<file path="config.mk">
export PLATFORM = sky130hd
export DESIGN_NAME = ilk_ctrl
export DESIGN_NICKNAME = d
export VERILOG_FILES = /design/src/rtl/ilk_pkg.sv /design/src/rtl/ilk_src_match.sv /design/src/rtl/ilk_shadow_pipe.sv /design/src/rtl/ilk_mc_fsm.sv /design/src/rtl/ilk_ctrl.sv
export SDC_FILE = /design/constraint.sdc
export NUM_CORES = 1
export LEC_CHECK = 0
export BUFFER_PORTS_ARGS = -buffer_cell sky130_fd_sc_hd__buf_2
export CORE_MARGIN = 3
export CORE_UTILIZATION = 54
export CTS_CLUSTER_DIAMETER = 50
export CTS_CLUSTER_SIZE = 16
export DETAILED_ROUTE_END_ITERATION = 10
export MAX_ROUTING_LAYER = met4
export PLACE_DENSITY = 0.85
export SYNTH_ARGS = -nofsm -noshare
export SYNTH_HDL_FRONTEND = slang
export SYNTH_HIERARCHICAL = 1
export SYNTH_SLANG_ARGS = --single-unit
</file>
<file path="constraint.sdc">
create_clock -name clk -period 7.2 [get_ports clk]
set_clock_uncertainty 0.05 [all_clocks]
set_input_delay 1.44 -clock clk [delete_from_list [all_inputs] [get_ports clk]]
set_output_delay 1.44 -clock clk [all_outputs]
set_load 0.03 [all_outputs]
</file>
<file path="src/rtl/ilk_pkg.sv">
package ilk_pkg;

    parameter int REG_W = 4;
    parameter int NSRC  = 3;
    parameter int CNT_W = 4;

    typedef enum logic [1:0] {
        LD_NONE   = 2'd0,
        LD_WORD   = 2'd1,
        LD_NARROW = 2'd2
    } ld_kind_e;

    typedef enum logic [1:0] {
        FWD_RF  = 2'd0,
        FWD_ALU = 2'd1,
        FWD_LS1 = 2'd2,
        FWD_LS2 = 2'd3
    } fwd_e;

    typedef enum logic [2:0] {
        ACT_IDLE,
        ACT_ISSUE,
        ACT_STALL,
        ACT_FLUSH,
        ACT_BUSY
    } act_e;

    typedef enum logic {
        MC_IDLE,
        MC_BUSY
    } mc_state_e;

    typedef struct packed {
        logic             vld;
        logic [REG_W-1:0] dst;
        ld_kind_e         ld;
    } slot_t;

endpackage

</file>
<file path="src/rtl/ilk_src_match.sv">
module ilk_src_match
    import ilk_pkg::*;
(
    input  logic             src_vld,
    input  logic [REG_W-1:0] src_idx,
    input  slot_t            slot_alu,
    input  slot_t            slot_ls1,
    input  slot_t            slot_ls2,
    output fwd_e             fwd,
    output logic             need_stall
);

    logic hit_alu;
    logic hit_ls1;
    logic hit_ls2;

    always_comb begin
        hit_alu = src_vld && slot_alu.vld && (slot_alu.dst == src_idx);
        hit_ls1 = src_vld && slot_ls1.vld && (slot_ls1.dst == src_idx);
        hit_ls2 = src_vld && slot_ls2.vld && (slot_ls2.dst == src_idx);
    end

    // youngest producer wins
    always_comb begin
        if (hit_alu)      fwd = FWD_ALU;
        else if (hit_ls1) fwd = FWD_LS1;
        else if (hit_ls2) fwd = FWD_LS2;
        else              fwd = FWD_RF;
    end

    // any load one slot ahead is late; a narrow load two slots ahead is late too
    always_comb begin
        need_stall = 1'b0;
        if (hit_alu) begin
            need_stall = (slot_alu.ld != LD_NONE);
        end else if (hit_ls1) begin
            need_stall = (slot_ls1.ld == LD_NARROW);
        end
    end

endmodule

</file>
<file path="src/rtl/ilk_shadow_pipe.sv">
module ilk_shadow_pipe
    import ilk_pkg::*;
(
    input  logic  clk,
    input  logic  rst_n,
    input  logic  alu_freeze,
    input  logic  issue,
    input  slot_t issue_slot,
    output slot_t slot_alu,
    output slot_t slot_ls1,
    output slot_t slot_ls2
);

    localparam slot_t EMPTY = '{vld: 1'b0, dst: '0, ld: LD_NONE};

    always_ff @(posedge clk) begin
        if (!rst_n) begin
            slot_alu <= EMPTY;
            slot_ls1 <= EMPTY;
            slot_ls2 <= EMPTY;
        end else if (alu_freeze) begin
            slot_ls2 <= slot_ls1;
            slot_ls1 <= EMPTY;
        end else begin
            slot_ls2 <= slot_ls1;
            slot_ls1 <= slot_alu;
            slot_alu <= issue ? issue_slot : EMPTY;
        end
    end

endmodule

</file>
<file path="src/rtl/ilk_mc_fsm.sv">
module ilk_mc_fsm
    import ilk_pkg::*;
(
    input  logic             clk,
    input  logic             rst_n,
    input  logic             start,
    input  logic [CNT_W-1:0] cycles,
    output logic             busy
);

    mc_state_e        state_q;
    mc_state_e        state_d;
    logic [CNT_W-1:0] left_q;
    logic [CNT_W-1:0] left_d;

    always_ff @(posedge clk) begin
        if (!rst_n) begin
            state_q <= MC_IDLE;
            left_q  <= '0;
        end else begin
            state_q <= state_d;
            left_q  <= left_d;
        end
    end

    always_comb begin
        state_d = state_q;
        left_d  = left_q;
        unique case (state_q)
            MC_IDLE: begin
                if (start && (cycles > CNT_W'(1))) begin
                    state_d = MC_BUSY;
                    left_d  = cycles - CNT_W'(1);
                end
            end
            MC_BUSY: begin
                if (left_q <= CNT_W'(1)) begin
                    state_d = MC_IDLE;
                    left_d  = '0;
                end else begin
                    left_d  = left_q - CNT_W'(1);
                end
            end
            default: begin
                state_d = MC_IDLE;
                left_d  = '0;
            end
        endcase
    end

    assign busy = (state_q == MC_BUSY);

endmodule

</file>
<file path="src/rtl/ilk_ctrl.sv">
module ilk_ctrl
    import ilk_pkg::*;
(
    input  logic                  clk,
    input  logic                  rst_n,
    input  logic                  dec_valid,
    input  logic [NSRC-1:0]       dec_src_vld,
    input  logic [NSRC*REG_W-1:0] dec_src_idx,
    input  logic                  dec_dst_vld,
    input  logic [REG_W-1:0]      dec_dst_idx,
    input  logic [1:0]            dec_ld_kind,
    input  logic [CNT_W-1:0]      dec_alu_cycles,
    input  logic                  alu_br_taken,
    output logic                  fd_hold,
    output logic                  alu_hold,
    output logic                  alu_bubble,
    output logic                  flush_fd,
    output logic                  redirect,
    output logic [2*NSRC-1:0]     fwd_sel
);

    slot_t           slot_alu;
    slot_t           slot_ls1;
    slot_t           slot_ls2;
    slot_t           dec_slot;
    logic [NSRC-1:0] src_stall;
    logic            busy;
    logic            stall_req;
    logic            flush_req;
    logic            issue;
    act_e            act;

    for (genvar k = 0; k < NSRC; k++) begin : g_src
        fwd_e f;
        ilk_src_match u_match (
            .src_vld    (dec_src_vld[k]),
            .src_idx    (dec_src_idx[k*REG_W +: REG_W]),
            .slot_alu   (slot_alu),
            .slot_ls1   (slot_ls1),
            .slot_ls2   (slot_ls2),
            .fwd        (f),
            .need_stall (src_stall[k])
        );
        assign fwd_sel[2*k +: 2] = f;
    end

    always_comb begin
        dec_slot.vld = dec_dst_vld;
        dec_slot.dst = dec_dst_idx;
        dec_slot.ld  = ld_kind_e'(dec_ld_kind);
    end

    always_comb begin
        stall_req = dec_valid && (|src_stall);
        flush_req = alu_br_taken && !busy;
        if (busy)            act = ACT_BUSY;
        else if (flush_req)  act = ACT_FLUSH;
        else if (!dec_valid) act = ACT_IDLE;
        else if (stall_req)  act = ACT_STALL;
        else                 act = ACT_ISSUE;
    end

    always_comb begin
        fd_hold    = 1'b0;
        alu_hold   = 1'b0;
        alu_bubble = 1'b0;
        flush_fd   = 1'b0;
        redirect   = 1'b0;
        issue      = 1'b0;
        unique case (act)
            ACT_IDLE:  ;
            ACT_ISSUE: issue = 1'b1;
            ACT_STALL: begin
                fd_hold    = 1'b1;
                alu_bubble = 1'b1;
            end
            ACT_FLUSH: begin
                flush_fd   = 1'b1;
                redirect   = 1'b1;
                alu_bubble = 1'b1;
            end
            ACT_BUSY: begin
                fd_hold  = 1'b1;
                alu_hold = 1'b1;
            end
            default: ;
        endcase
    end

    ilk_shadow_pipe u_pipe (
        .clk        (clk),
        .rst_n      (rst_n),
        .alu_freeze (busy),
        .issue      (issue),
        .issue_slot (dec_slot),
        .slot_alu   (slot_alu),
        .slot_ls1   (slot_ls1),
        .slot_ls2   (slot_ls2)
    );

    ilk_mc_fsm u_mc (
        .clk    (clk),
        .rst_n  (rst_n),
        .start  (issue),
        .cycles (dec_alu_cycles),
        .busy   (busy)
    );

endmodule

</file>
# After elaboration in Yosys (flattened, before gate mapping)
# Cells that the tools add are included.
dict set report word_totals {
  regBits 24
  latchBits 0
  ram_bits 0
  romBits 0
  in_bits 30
  out_inout_bits 11
  mem_count 0
}
dict set report classes {
  addsub 2
  n_mul 0
  div_mod_pow 0
  order_cmp 2
  n_eq_ne 15
  shifts 0
  muxes 31
  bitwise 2
  reduce_logical 27
}
# operator n
set ops {}
lappend ops {{== test 4 bit} 9}
lappend ops {{two-way mux 2 bit} 12}
lappend ops {{logical AND 1 bit} 21}
lappend ops {{two-way mux 1 bit} 13}
lappend ops {{two-way mux 4 bit} 2}
lappend ops {{one-hot mux 4 bit (2 select lines)} 1}
lappend ops {{subtractor 4 x 1 -> 4 bit (second input constant)} 2}
lappend ops {{two-way mux 7 bit} 1}
lappend ops {{== test 3 x 2 -> 1 bit (second input constant)} 2}
lappend ops {{OR reduction 2 bit} 3}
lappend ops {{greater-than comparator 4 x 1 -> 1 bit (second input constant)} 1}
lappend ops {{<= comparator 4 x 1 -> 1 bit (second input constant)} 1}
lappend ops {{== test 3 x 1 -> 1 bit (second input constant)} 1}
lappend ops {{== test 3 bit (second input constant)} 1}
lappend ops {{two-way mux 3 bit} 1}
lappend ops {{OR reduction 3 bit} 1}
lappend ops {{== test 2 bit (second input constant)} 1}
lappend ops {{inequality test 2 x 1 -> 1 bit (second input constant)} 1}
lappend ops {{inverter 1 bit} 2}
lappend ops {{one-hot mux 1 bit (2 select lines)} 1}
lappend ops {{nonzero test 2 bit} 1}
lappend ops {{logical NOT 1 bit} 1}

# Logic depth before layout (Yosys ltp)
# Gate-level depths: netlist of the first run.
dict set report depth {
  depth_word 15
  mapped_depth 9
  ltp_nobuf 9
}

# By module
# Netlist of the first run, hierarchy kept.
# module n_inst cells_per_inst area_per_inst_um2 seq_area_each_um2
set modules_own_cells {}
lappend modules_own_cells {ilk_src_match 3 30 227.7 0.0}
lappend modules_own_cells {ilk_shadow_pipe 1 61 679.4 420.4}
lappend modules_own_cells {ilk_mc_fsm 1 42 366.6 100.1}
lappend modules_own_cells {ilk_ctrl 1 10 68.8 0.0}

# Worst setup path after synthesis of the first run
# OpenSTA, ideal clock, no wires.
dict set report synth_path {
  path_type {input port to output port}
  start {input dec_src_idx[4]}
  end {output alu_bubble}
  arrival_ns 3.035
  required_time_ns 5.710
  slack_ns 2.675
  stages 6
  cell_sequence {and2b_1 -> a2111oi_4 -> nand4_1 -> mux2i_1 -> nor4_1 -> nor3_1}
}
dict set report synth_between {
  elab_chain_cells 13
}
# element line_no
set synth_rtl {}
lappend synth_rtl {{from (decl)} ilk_ctrl.sv:8} ;# input logic [NSRC*REG_W-1:0] dec_src_idx,
lappend synth_rtl {{== test 4 bit} ilk_src_match.sv:19} ;# hit_ls1 = src_vld && slot_ls1.vld && (slot_ls1.dst == src_idx);
lappend synth_rtl {{logical AND 1 bit} ilk_src_match.sv:19}
lappend synth_rtl {{two-way mux 1 bit} ilk_src_match.sv:36} ;# end else if (hit_ls1) begin
lappend synth_rtl {{two-way mux 1 bit (*)} ilk_src_match.sv:34} ;# if (hit_alu) begin
lappend synth_rtl {{named net src_stall[1]} ilk_ctrl.sv:26} ;# logic [NSRC-1:0] src_stall;
lappend synth_rtl {{OR reduction 3 bit (*)} ilk_ctrl.sv:54} ;# stall_req = dec_valid && (|src_stall);
lappend synth_rtl {{logical AND 1 bit (*)} ilk_ctrl.sv:54}
lappend synth_rtl {{two-way mux 2 bit (*)} ilk_ctrl.sv:59} ;# else if (stall_req) act = ACT_STALL;
lappend synth_rtl {{two-way mux 2 bit (*)} ilk_ctrl.sv:58} ;# else if (!dec_valid) act = ACT_IDLE;
lappend synth_rtl {{two-way mux 2 bit (*)} ilk_ctrl.sv:57} ;# else if (flush_req) act = ACT_FLUSH;
lappend synth_rtl {{two-way mux 3 bit (*)} ilk_ctrl.sv:56} ;# if (busy) act = ACT_BUSY;
lappend synth_rtl {{== test 3 x 2 -> 1 bit} ilk_ctrl.sv:70} ;# unique case (act)
lappend synth_rtl {{OR reduction 2 bit (no source line) (*)} --}
lappend synth_rtl {{two-way mux 1 bit (*)} ilk_ctrl.sv:70}
lappend synth_rtl {{to (decl)} ilk_ctrl.sv:16} ;# output logic alu_bubble,
# The timed path passes the listed nets; every way through them passes the cells marked *.

# Worst setup path after layout of the first run
dict set report layout_path {
  start {input dec_src_idx[7]}
  end {output alu_bubble}
}
# The elaborated chain is that of the path after synthesis.

==> impl_results.md, run 1 <==
- Outcome: completed
- Die Ht: 62.9 um
- Reg-to-reg slack, setup: 4560 ps
- Synthesized area: 0.00175 mm2
- GRT Resource Usage Total: 19.8%
- Post-place setup slack: 2720 ps
- Vias: 1476
- Worst-path cell chain: buf_2, inv_2, a222oi_1, nand4_1, mux2i_1, nor4_1, nor3_1, buf_2
- Violation count after the first detailed-route iteration: 97
- Setup violation total in the final timing report: 0
- Slew @ Worst Pin: 913 ps
- Worst path buffer plus inverter count: 3
- Largest vdd supply drop: 0.101 mV
- Routed wirelength normalized by instance count: 12.7 um
- Layout cell share with drive strength beyond 1: 30.1%
- Type of the tightest min-delay check: flop to flop
- Floorplan core area: 0.00308 mm2
- Wire length of the first global-routing pass: 6240 um
- CTS tree: built
- Power density over the cells: 136 mW/mm2
- Crit Path Category: input port to output port
- Endpoints failing hold: 0
- CTS H-Tree Depth: 1
- FMAX: 224 MHz
- Latest clock arrival within the worst-skew pair: 300 ps
- Mean number of vias per cell: 5.27
- Tmin final: 4460 ps
- Resized cells post-CTS: 0
- IO buf count: 40
- Max-slew violation count: 0
- Die boundary width: 62.9 um
- Row cnt: 20
- Most frequent cell on the critical path: buf_2
- Antenna violations before repair: 0
- Net count after synthesis: 233
- Final Cycle Share: 62.0%
- Kind of start point of the critical path: input port
- Io pins: 41
- Buffers inserted during post-CTS setup optimization: 0
- Layout overhead on the synthesized area: 13.8%
- Sinks on Clock Net: 24
- Most common cell after layout, fill and taps aside: buf_2
- Cell chosen for the clock root: clkbuf_4
- Grt ovf: 0
- Maximum number of pins on one net before global-route repair: 28
- Post-route ant nets: 0
- Number of warning messages in the yosys log: 6
- Number of buffers created by CTS: 3
- Relative slew slack: 39.1%
- Required @ worst endpoint: 5710 ps
- Final WL: 3550 um
- Pre-Repair DR Iteration Count: 4
- Hold buffer count at CTS: 0
- Number of max-cap violations: 0
- ANT cells: 0
- Gpl congestion: 0.925
- Number of buffers between clock root and the deepest sink: 2
- Total half-perimeter wirelength after legalization and detailed placement: 2890 um
- Type of element capturing the critical path: output port
- Die Area: 0.00395 mm2
- CP max stage delay: 470 ps
- Initial core utilization: 56.7%
- Reg clk slew, reported paths: 120 ps
- Setup repair after global routing missed its margin: no
- Post-detailed-route DRC marker count: 0
- Family of cells with the greatest summed delay on the critical path: compound AO/OA/AOI/OAI gates
- Gate count of the mapped netlist: 199
- Final nets: 272
- Static Leak: 0.875 nW
- Worst Path Arrival: 2970 ps
- Post-Route Setup TNS: 0 ps
- Top library cells by usage in the layout, fill and taps aside: 40 x buf_2, 24 x dfxtp_1, 18 x xor2_1, 14 x and2_1, 13 x inv_1
- Least setup slack across all paths after layout: 2740 ps
- Worst-path fanout max: 4
- Via count of the first global-routing pass: 1359
- Cell type of the slowest stage on the worst timing path: a222oi_1
- Syn Area/Cell: 8.77 um2
- Hold Slack: 499 ps
through the flow:
stage	util (%)	total power [mW]	cell area, um2	cells
floorplan	-	0.198	1750	199
global placement	63.8	0.219	1960	277
detailed placement	63.8	0.220	1960	277
CTS	64.6	0.273	1990	280
global route	64.6	0.289	1990	280
finish	64.6	0.271	1990	280
worst paths after layout:
kind                                   endpoint                            start  cells past startpoint
setup / recovery                     alu_bubble                   dec_src_idx[7]                      8
hold / removal    u_pipe/slot_ls1[1]$_SDFF_PP0_  u_pipe/slot_alu[1]$_SDFFE_PN0N_                      1
setup reg to reg    u_mc/left_q[2]$_SDFFE_PN0P_    u_pipe/slot_ls1[2]$_SDFF_PP0_                      9
hold reg to reg   u_pipe/slot_ls1[1]$_SDFF_PP0_  u_pipe/slot_alu[1]$_SDFFE_PN0N_                      1
layer usage:
metal	wire length, um	GRT usage (%)
met1	1660	26.6
met2	1630	30.8
met3	232	2.70
met4	23	5.79
met5	0	-
area by class of cell:
class                   count  area (um2)
multi-input cells         153        1170
fillers                   272        1090
flip-flops and latches     24         480
repair buffers             40         200
inverters                  16        60.1
well taps                  44        55.1
clock buffers               3        22.5
sequential cells by signal, summed over array words and instances (netlist names):
name and count:
u_pipe/slot_ls2 5, u_mc/busy 1, u_pipe/slot_ls1 7, u_mc/left_q 4
u_pipe/slot_alu 7
power breakdown:
group / internal, mW / switching (mW) / total, mW
Sequential: 0.138 / 0.0104 / 0.148
Combinational: 0.0316 / 0.0377 / 0.0693
Clock: 0.0195 / 0.0339 / 0.0534
No activity file was read; power rests on OpenSTA's default activity.
==> run 2: changes to the inputs <==
--- a/config.mk
+++ b/config.mk
@@ -7,12 +7,12 @@
 export LEC_CHECK = 0
 export BUFFER_PORTS_ARGS = -buffer_cell sky130_fd_sc_hd__buf_2
 export CORE_MARGIN = 3
-export CORE_UTILIZATION = 54
+export CORE_UTILIZATION = 49
 export CTS_CLUSTER_DIAMETER = 50
 export CTS_CLUSTER_SIZE = 16
 export DETAILED_ROUTE_END_ITERATION = 10
 export MAX_ROUTING_LAYER = met4
-export PLACE_DENSITY = 0.85
+export PLACE_DENSITY = 0.81
 export SYNTH_ARGS = -nofsm -noshare
 export SYNTH_HDL_FRONTEND = slang
 export SYNTH_HIERARCHICAL = 1
==> constraint.sdc (replaced) <==
create_clock -name clk -period 3.58 [get_ports clk]
set_clock_uncertainty 0.05 [all_clocks]
set_input_delay 0.716 -clock clk [delete_from_list [all_inputs] [get_ports clk]]
set_output_delay 0.716 -clock clk [all_outputs]
set_load 0.03 [all_outputs]
==> impl_results.md, run 2 (synthesis gave the netlist of run 1 again) <==
- Fraction of power consumed by the clock network: 20.0% (was 19.7%)
- FMAX: 324 MHz
- Largest registers in the final layout: u_pipe/slot_alu (7), u_pipe/slot_ls1 (7), u_pipe/slot_ls2 (5) (unchanged)
- Type of element capturing the critical path: output port (unchanged)
- Total design power: 0.550 mW (was 0.271 mW)
- Via count of the first global-routing pass: 1354 (was 1359)
- Outcome: completed (unchanged)
- Mean number of vias per cell: 5.42 (was 5.27)
- Required @ worst endpoint: 2810 ps (was 5710 ps)
- Relative slew slack: 38.9% (was 39.1%)
- Worst-path fanout max: 4 (unchanged)
- CTS H-Tree Depth: 1 (unchanged)
- Slew @ Worst Pin: 916 ps (was 913 ps)
- Endpoints failing hold: 0 (unchanged)
- Routed wirelength normalized by instance count: 13.3 um (was 12.7 um)
- Tmin final: 3090 ps
- Static Leak: 0.875 nW (unchanged)
- CP max stage delay: 390 ps (was 470 ps)
- Largest vdd supply drop: 0.173 mV (was 0.101 mV)
- Row cnt: 21 (was 20)
- Die boundary width: 65.7 um (was 62.9 um)
- Grt ovf: 0 (unchanged)
- Net load switching power: 0.169 mW (was 0.0820 mW)
- Total half-perimeter wirelength after legalization and detailed placement: 3030 um (was 2890 um)
- Crit Path Category: input port to output port (unchanged)
- Buffers inserted during post-CTS setup optimization: 0 (unchanged)
- Number of max-cap violations: 0 (unchanged)
- Sinks on Clock Net: 24 (unchanged)
- Post-route ant nets: 0 (unchanged)
- GRT Resource Usage Total: 18.4% (was 19.8%)
- Final WL: 3740 um (was 3550 um)
- Io pins: 41 (unchanged)
- Die Ht: 65.7 um (was 62.9 um)
- Final core utilization: 58.7% (was 64.6%)
- Post-detailed-route DRC marker count: 0 (unchanged)
- Final nets: 272 (unchanged)
- Maximum number of pins on one net before global-route repair: 28 (unchanged)
- Hold Slack: 502 ps (was 499 ps)
- Initial core utilization: 51.5% (was 56.7%)
- Hold buffer count at CTS: 0 (unchanged)
- Pre-Repair DR Iteration Count: 4 (unchanged)
- Number of buffers between clock root and the deepest sink: 2 (unchanged)
- Resized cells post-CTS: 0 (unchanged)
- Latest clock arrival within the worst-skew pair: 300 ps (about the same)
- Type of the tightest min-delay check: flop to flop (unchanged)
- Layout cell share with drive strength beyond 1: 30.1% (unchanged)
- Wire length of the first global-routing pass: 6050 um (was 6240 um)
- Cell chosen for the clock root: clkbuf_4 (unchanged)
- Die Area: 0.00431 mm2 (was 0.00395 mm2)
- Floorplan core area: 0.00339 mm2 (was 0.00308 mm2)
- Switching share of power: 30.7% (was 30.2%)
- Final Cycle Share: 86.3%
- Vias: 1529 (was 1476)
- Family of cells with the greatest summed delay on the critical path: simple AND/OR/NAND/NOR gates (was compound AO/OA/AOI/OAI gates)
- Most common cell after layout, fill and taps aside: buf_2 (unchanged)
- Cell type of the slowest stage on the worst timing path: nor4_1 (was a222oi_1)
- Worst Path Arrival: 2320 ps (was 2970 ps)
- Filler Cells Inserted: 297 (was 272)
- Setup repair after global routing missed its margin: no (unchanged)
- Layout overhead on the synthesized area: 14.0% (was 13.8%)
- Worst path buffer plus inverter count: 2 (was 3)
- Setup violation total in the final timing report: 0 (unchanged)
- Worst-path cell chain: buf_2, xor2_1, nor3_1, nand4_1, mux2i_1, nor4_1, nor3_1, buf_2 (was buf_2, inv_2, a222oi_1, nand4_1, mux2i_1, nor4_1, nor3_1, buf_2)
- ANT cells: 0 (unchanged)
- CTS tree: built (unchanged)
- Reg clk slew, reported paths: 120 ps (about the same)
- Antenna violations before repair: 0 (unchanged)
- Gpl congestion: 0.919 (was 0.925)
- Max-slew violation count: 0 (unchanged)
- Violation count after the first detailed-route iteration: 132 (was 97)
- Kind of start point of the critical path: input port (unchanged)
- Gate power share: 25.7% (was 25.6%)
- Top library cells by usage in the layout, fill and taps aside: 40 x buf_2, 24 x dfxtp_1, 18 x xor2_1, 14 x and2_1, 13 x inv_1 (unchanged)
- Internal portion of total power: 0.381 mW (was 0.189 mW)
- Proportion of power drawn by flip-flops and latches: 54.3% (was 54.8%)
- IO buf count: 40 (unchanged)
- Number of buffers created by CTS: 3 (unchanged)
- Power density over the cells: 276 mW/mm2 (was 136 mW/mm2)
- Post-Route Setup TNS: 0 ps (unchanged)
- Reg-to-reg slack, setup: 920 ps (was 4560 ps)
==> run 2: cell counts in the layout (fill, tap and decap cells not counted) <==
No cell type changed its count.
==> run 2: worst register-to-register path: cells and delay by family, from the launching register on <==
family	cells	cell delay, ps
compound gates	3	880
flops	1	470
mux	1	250
simple gates	5	940
==> run 2: path summary, 6_finish.rpt <==
path                                    from                       endpoint  depth (start not counted)
max reg2reg    u_pipe/slot_ls1[2]$_SDFF_PP0_    u_mc/left_q[2]$_SDFFE_PN0P_                          9
min          u_pipe/slot_alu[0]$_SDFFE_PN0N_  u_pipe/slot_ls1[0]$_SDFF_PP0_                          1
min reg2reg  u_pipe/slot_alu[0]$_SDFFE_PN0N_  u_pipe/slot_ls1[0]$_SDFF_PP0_                          1
max                           dec_src_idx[4]                     alu_bubble                          8
==> run 2: power groups by stage <==
stage / clock [mW] / sequential [mW] / combinational (mW)
3_5_place_dp: 0 / 0.304 / 0.141
4_1_cts: 0.116 / 0.298 / 0.141
3_3_place_gp: 0 / 0.304 / 0.137
6_report: 0.110 / 0.298 / 0.141
5_1_grt: 0.127 / 0.301 / 0.156
2_1_floorplan: 0 / 0.295 / 0.103
==> run 2: layout make-up <==
type                       count  area [um2]  area share, %
clock buffer                   3        22.5           1.13
inverter                      16        60.1           3.02
multi-input combinational    153        1170           58.7
sequential                    24         480           24.2
tap                           46        57.6           2.89
timing repair buffer          40         200           10.1
==> run 2: per-stage QoR <==
stage | setup WS (ps) | cell area, um2 | std cells
6_report | 491 | 1990 | 282
3_3_place_gp | 548 | 1970 | 279
3_5_place_dp | 501 | 1970 | 279
4_1_cts | 496 | 1990 | 282
2_1_floorplan | 503 | 1750 | 199
5_1_grt | 363 | 1990 | 282
==> run 2: metal layers <==
metal,track usage [%],wire length (um),vias to the layer above
met5,-,0,-
met4,9.33,116,0
met3,2.05,261,12
met2,27.5,1660,58
met1,24.3,1700,687
li1,-,-,772
